File: config.mk
export PLATFORM = sky130hd
export DESIGN_NAME = lrsc_tracker
export DESIGN_NICKNAME = d
export VERILOG_FILES = /design/src/rtl/lrsc_pkg.sv /design/src/rtl/lrsc_table.sv /design/src/rtl/lrsc_ctrl.sv /design/src/rtl/lrsc_tracker.sv
export SDC_FILE = /design/constraint.sdc
export NUM_CORES = 1
export LEC_CHECK = 0
export BUFFER_PORTS_ARGS = -buffer_cell sky130_fd_sc_hd__buf_2
export CAP_MARGIN = 15
export CORE_MARGIN = 5
export CORE_UTILIZATION = 56
export DETAILED_ROUTE_END_ITERATION = 6
export GPL_TIMING_DRIVEN = 0
export PLACE_DENSITY_LB_ADDON = 0.2
export SLEW_MARGIN = 20
export SYNTH_ARGS = -nofsm -noshare
export SYNTH_HDL_FRONTEND = slang
export SYNTH_HIERARCHICAL = 1
export SYNTH_SLANG_ARGS = --single-unit
File: constraint.sdc
create_clock -name clk -period 4.89 [get_ports clk]
set_input_delay 0.978 -clock clk [delete_from_list [all_inputs] [get_ports clk]]
set_output_delay 0.978 -clock clk [all_outputs]
set_load 0.01 [all_outputs]
File: src/rtl/lrsc_pkg.sv
package lrsc_pkg;
  typedef enum logic [1:0] {
    ST_IDLE  = 2'd0,
    ST_READ  = 2'd1,
    ST_WRITE = 2'd2
  } lrsc_state_t;

  localparam logic KIND_LOAD_RES  = 1'b0;
  localparam logic KIND_STORE_CND = 1'b1;
endpackage

File: src/rtl/lrsc_table.sv
module lrsc_table #(
  parameter int ENTRIES = 4,
  parameter int AW      = 32
) (
  input  logic          clk,
  input  logic          rst,
  input  logic          clear,
  input  logic [AW-1:0] look_addr,
  input  logic          consume,
  output logic          hit,
  input  logic          ins_en,
  input  logic [AW-1:0] ins_addr
);
  localparam int IW = (ENTRIES > 1) ? $clog2(ENTRIES) : 1;

  logic [ENTRIES-1:0] valid_q;
  logic [AW-1:0]      addr_q [ENTRIES];
  logic [ENTRIES-1:0] look_match, ins_match;
  logic [IW-1:0]      victim_q, free_idx, sel_idx;
  logic               any_free;

  for (genvar g = 0; g < ENTRIES; g++) begin : g_cmp
    assign look_match[g] = valid_q[g] && (addr_q[g] == look_addr);
    assign ins_match[g]  = valid_q[g] && (addr_q[g] == ins_addr);
  end

  assign hit = |look_match;

  // lowest free slot
  always_comb begin
    any_free = 1'b0;
    free_idx = '0;
    for (int i = ENTRIES - 1; i >= 0; i--) begin
      if (!valid_q[i]) begin
        any_free = 1'b1;
        free_idx = IW'(i);
      end
    end
    sel_idx = any_free ? free_idx : victim_q;
  end

  always_ff @(posedge clk) begin
    if (rst || clear) begin
      valid_q  <= '0;
      victim_q <= '0;
    end else begin
      if (consume) valid_q <= valid_q & ~look_match;
      if (ins_en && !(|ins_match)) begin
        valid_q[sel_idx] <= 1'b1;
        if (!any_free)
          victim_q <= (victim_q == IW'(ENTRIES - 1)) ? '0 : victim_q + 1'b1;
      end
    end
  end

  always_ff @(posedge clk) begin
    if (ins_en && !(|ins_match)) addr_q[sel_idx] <= ins_addr;
  end
endmodule

File: src/rtl/lrsc_ctrl.sv
module lrsc_ctrl
  import lrsc_pkg::*;
#(
  parameter int AW  = 32,
  parameter int DW  = 32,
  parameter int RIW = 5
) (
  input  logic           clk,
  input  logic           rst,
  input  logic           req_valid,
  input  logic           req_kind,
  input  logic [AW-1:0]  req_addr,
  input  logic [DW-1:0]  req_wdata,
  input  logic [RIW-1:0] req_rs2,
  output logic           req_ready,
  output logic           mem_req,
  output logic           mem_we,
  output logic [AW-1:0]  mem_addr,
  output logic [DW-1:0]  mem_wdata,
  input  logic [DW-1:0]  mem_rdata,
  input  logic           mem_ack,
  output logic           res_valid,
  output logic [DW-1:0]  res_data,
  output logic           illegal_instr,
  input  logic           tbl_hit,
  output logic           tbl_consume,
  output logic           tbl_ins,
  output logic [AW-1:0]  tbl_ins_addr
);
  lrsc_state_t state_q;
  logic        accept;

  assign req_ready    = (state_q == ST_IDLE);
  assign accept       = req_valid && req_ready;
  assign tbl_consume  = accept && (req_kind == KIND_STORE_CND);
  assign tbl_ins      = (state_q == ST_READ) && mem_ack;
  assign tbl_ins_addr = mem_addr;

  always_ff @(posedge clk) begin
    if (rst) begin
      state_q       <= ST_IDLE;
      mem_req       <= 1'b0;
      mem_we        <= 1'b0;
      mem_addr      <= '0;
      mem_wdata     <= '0;
      res_valid     <= 1'b0;
      res_data      <= '0;
      illegal_instr <= 1'b0;
    end else begin
      res_valid     <= 1'b0;
      illegal_instr <= 1'b0;
      unique case (state_q)
        ST_IDLE: begin
          if (accept) begin
            if (req_kind == KIND_LOAD_RES) begin
              if (req_rs2 != '0) begin
                illegal_instr <= 1'b1;
              end else begin
                state_q  <= ST_READ;
                mem_req  <= 1'b1;
                mem_we   <= 1'b0;
                mem_addr <= req_addr;
              end
            end else if (tbl_hit) begin
              state_q   <= ST_WRITE;
              mem_req   <= 1'b1;
              mem_we    <= 1'b1;
              mem_addr  <= req_addr;
              mem_wdata <= req_wdata;
            end else begin
              res_valid <= 1'b1;
              res_data  <= DW'(1);
            end
          end
        end
        ST_READ: begin
          if (mem_ack) begin
            mem_req   <= 1'b0;
            res_valid <= 1'b1;
            res_data  <= mem_rdata;
            state_q   <= ST_IDLE;
          end
        end
        ST_WRITE: begin
          if (mem_ack) begin
            mem_req   <= 1'b0;
            mem_we    <= 1'b0;
            res_valid <= 1'b1;
            res_data  <= '0;
            state_q   <= ST_IDLE;
          end
        end
        default: state_q <= ST_IDLE;
      endcase
    end
  end
endmodule

File: src/rtl/lrsc_tracker.sv
module lrsc_tracker #(
  parameter int ENTRIES = 4,
  parameter int AW      = 32,
  parameter int DW      = 32,
  parameter int RIW     = 5
) (
  input  logic           clk,
  input  logic           rst,
  input  logic           clear_all,
  input  logic           req_valid,
  input  logic           req_kind,
  input  logic [AW-1:0]  req_addr,
  input  logic [DW-1:0]  req_wdata,
  input  logic [RIW-1:0] req_rs2,
  output logic           req_ready,
  output logic           mem_req,
  output logic           mem_we,
  output logic [AW-1:0]  mem_addr,
  output logic [DW-1:0]  mem_wdata,
  input  logic [DW-1:0]  mem_rdata,
  input  logic           mem_ack,
  output logic           res_valid,
  output logic [DW-1:0]  res_data,
  output logic           illegal_instr
);
  logic          hit, consume, ins_en;
  logic [AW-1:0] ins_addr;

  lrsc_ctrl #(.AW(AW), .DW(DW), .RIW(RIW)) u_ctrl (
    .clk(clk), .rst(rst),
    .req_valid(req_valid), .req_kind(req_kind), .req_addr(req_addr),
    .req_wdata(req_wdata), .req_rs2(req_rs2), .req_ready(req_ready),
    .mem_req(mem_req), .mem_we(mem_we), .mem_addr(mem_addr),
    .mem_wdata(mem_wdata), .mem_rdata(mem_rdata), .mem_ack(mem_ack),
    .res_valid(res_valid), .res_data(res_data), .illegal_instr(illegal_instr),
    .tbl_hit(hit), .tbl_consume(consume), .tbl_ins(ins_en),
    .tbl_ins_addr(ins_addr)
  );

  lrsc_table #(.ENTRIES(ENTRIES), .AW(AW)) u_table (
    .clk(clk), .rst(rst), .clear(clear_all),
    .look_addr(req_addr), .consume(consume), .hit(hit),
    .ins_en(ins_en), .ins_addr(ins_addr)
  );
endmodule

==> key figures <==
Routing
  – Post-route ant nets: 0
  – Starting DRT DRC Count: 828
  – Router iterations before antenna repair: 5
  – Total wire length: approximately 32 mm
  – Number of remaining DRC errors: 0
  – Vias per cell: around 5.6
  – Vias: 8469
  – WL/cell: 20.9 um

Logic synthesis
  – Yosys cell types: 46
  – Number of flops mapped to enable cells by yosys: ~130
  – Yosys top cell area share: 34.6%
  – Main synth FF type: edfxtp_1
  – Syn_area_per_cell: approximately 11 sq um
  – Register bit total from synthesis: 236
  – Synth Cell Area: 11100 sq um
  – Top post-synthesis cells by area: edfxtp_1 (35%), dfxtp_1 (19%), xor2_1 (19%)
  – Post-Syn Instances: 991
  – Yosys warns: 6
  – Sequential area share after synthesis: 54.1%
  – Fraction of registers with async set/reset: 0%
  – Mapped Nets: 1103
  – Area leader, netlist: edfxtp_1

Critical path
  – Critical path arrival: 4.19 ns
  – Cell mode on critical path: nand2_1
  – CP Launch Type: input pin
  – Critical path required time: 5.33 ns
  – CP cell instances: buf_2, xor2_1, nor4_1, nand4_1, nor2_1, a22oi_1, nand2_1, inv_1, nor3_1, clkbuf_1, nand2_1, a21oi_1
  – CP max stage delay: 0.73 ns
  – Slowest cell on the critical path: nor4_1
  – Crit Path Max Fanout: 10
  – CP endpoint kind: flop
  – Critical path class: in -> reg

Timing
  – Unrepaired setup endpoints after global routing: false
  – Hold_ws: 0.450 ns
  – Slew HR: 41.7%
  – Clock skew: 0.0125 ns
  – Final hold vios: 0
  – Setup violators final: 0
  – Post-route clock period utilization: 76.6%
  – Max Freq: 267 MHz
  – Worst-Margin Slew: 0.873 ns
  – Final min period: 3.74 ns
  – Pins Over Slew Limit: 0

Finish
  – Area delta synth->final: 20.1%
  – NumNets Final: 1342
  – Ratio of cells with drive above 1 in the final layout: 23.6%
  – Antenna diodes: 0

Global routing
  – Vias in the first global route: 8190
  – Initial antenna violation count: 0
  – Total grt overflow: 0
  – First-pass GRT wire length: about 47 mm
  – Largest net degree at the start of global routing: 21
  – Overall routing resource usage: 27.1%

Place
  – Routability Congestion: 0.972
  – Number of buffers inserted by port buffering: 205
  – Post-DP HPWL: 23.7 mm

Floorplan
  – Die height: ~150 um
  – Num rows: 51
  – Starting Density: 57.0%
  – Die Span X: 151 um
  – I/O Pins: around 210
  – Die area: 22700 sq um
  – Core Box Area: 19500 sq um

Status
  – Outcome: completed

Power
  – LEAKAGE: 5.66 nW
  – Total Power: 4.06 mW
  – Peak supply drop: between 0.2 and 0.3 mV
  – Power Dens Cells: 305 nW/um^2

Clocking
  – Cts bufs inserted: 25
  – Htree depth: 1
  – Post-CTS setup buffer count: 0
  – CTS Root Cell: clkbuf_16
  – CTS clock-pin slew for the worst setup and hold paths: 0.06 ns
  – Clk_lat worst skew: 0.52 ns
  – Post-CTS sizing: 0
  – # clock sinks: 236
  – CTS tree: built
  – Max Buffers Root-to-Sink: 3
  – CTS Hold Bufs: 0

Flow run
  – Maxcap violations: 0

Hold path
  – Hold Crit Class: reg -> reg
-- cell usage in the layout, fill, tap and decap left out, types with 3 or more instances in the layout --
cell type,count
nor3_1,7
a22oi_1,3
clkbuf_1,39
buf_2,209
mux2i_1,34
inv_1,7
buf_4,35
ha_1,5
buf_12,3
nor4_1,58
a21boi_0,3
xor2_1,240
clkbuf_16,25
o21a_1,4
nor4_2,4
xnor2_1,16
a21oi_1,69
nor2_1,46
nand4_1,16
nand2_1,112
nand3_1,36
edfxtp_1,128
dfxtp_1,108
-- critical path: cells and delay by family --
family,cells,cell delay [ns]
AND/OR/NAND/NOR,6,2.12
buffers and inverters,3,0.66
AO/OA/AOI/OAI,2,0.26
XOR/XNOR,1,0.16
-- state kept, by name (all words and copies together) (netlist names) --
| name | count |
|---|---|
| u_table/valid_q | 4 |
| u_ctrl/mem_addr | 32 |
| u_ctrl/state_q | 2 |
| u_ctrl/mem_req | 1 |
| u_ctrl/res_valid | 1 |
| u_ctrl/illegal_instr | 1 |
| u_table/victim_q | 2 |
| u_ctrl/mem_wdata | 32 |
| u_ctrl/mem_we | 1 |
| u_table/addr_q | 128 |
| u_ctrl/res_data | 32 |
-- cell usage after synthesis, drive strengths merged (2+ instances only) --
master / n
and3: 2
nor3: 7
a21oi: 69
inv: 7
a311oi: 2
nand3: 36
nand4: 16
xor2: 240
dfxtp: 108
buf: 40
o21ai: 2
xnor2: 16
a22oi: 3
nor3b: 3
nor2b: 2
a21boi: 3
nor4: 62
or2: 2
edfxtp: 128
o21a: 4
ha: 5
clkbuf: 26
nor2: 46
nand2: 112
mux2i: 34
-- cells by family after synthesis --
family | Yosys count | share of synthesized area, %
simple gates | 294 | 13.0
xor+xnor | 256 | 20.2
buf+inv | 73 | 4.10
compound gates | 93 | 4.98
mux | 34 | 3.07
fa+ha+maj | 5 | 0.564
flops | 236 | 54.1
-- power by group --
| part | internal [mW] | switching [mW] |
|---|---|---|
| combinational | 0.0738 | 0.128 |
| clock | 1.03 | 0.752 |
| sequential | 2.07 | 0.00232 |
| total | 3.18 | 0.883 |
-- layer usage --
metal  part of all wire, %  global-route usage, %  routed length (um)
met4                   3.3                   8.79                1060
met5                     0                      0                   0
met3                   9.6                   5.80                3050
met1                    41                   38.0               13000
met2                    46                   42.1               14500
-- area by class of cell --
| cell class | instances | area (sq um) |
|---|---|---|
| Sequential cell | 236 | 6010 |
| Tap cell | 265 | 332 |
| Multi-Input combinational cell | 682 | 4650 |
| Clock buffer | 40 | 702 |
| Clock inverter | 6 | 56.3 |
| Buffer | 66 | 429 |
| Inverter | 7 | 26.3 |
| Timing Repair Buffer | 212 | 1130 |
| Fill cell | 1502 | 6130 |
-- worst paths after layout --
| kind | to | slack, ns | start | cells after the start |
|---|---|---|---|---|
| setup / recovery | u_ctrl/mem_wdata[25] | 1.15 | req_addr[20] | 12 |
| hold / removal | u_ctrl/mem_wdata[4] | 0.45 | u_ctrl/mem_wdata[4] | 2 |
| setup reg to reg | u_table/addr_q[1][20] | 1.29 | u_ctrl/state_q[1] | 10 |
| hold reg to reg | u_ctrl/mem_wdata[4] | 0.45 | u_ctrl/mem_wdata[4] | 2 |
-- stage by stage --
stage                     cell area, sq um  setup slack [ns]  cells  setup TNS (ns)  utilization [%]
after floorplan                      11100             0.500    991               0                -
after global placement               12500             -1.65   1461          -54.32             64.0
after detailed placement             12600             0.702   1468               0             64.6
after CTS                            13300              1.23   1514               0             68.5
after global routing                 13300             0.947   1514               0             68.5
final                                13300              1.15   1514               0             68.5
Note: power is estimated with default switching activity, not from simulation.
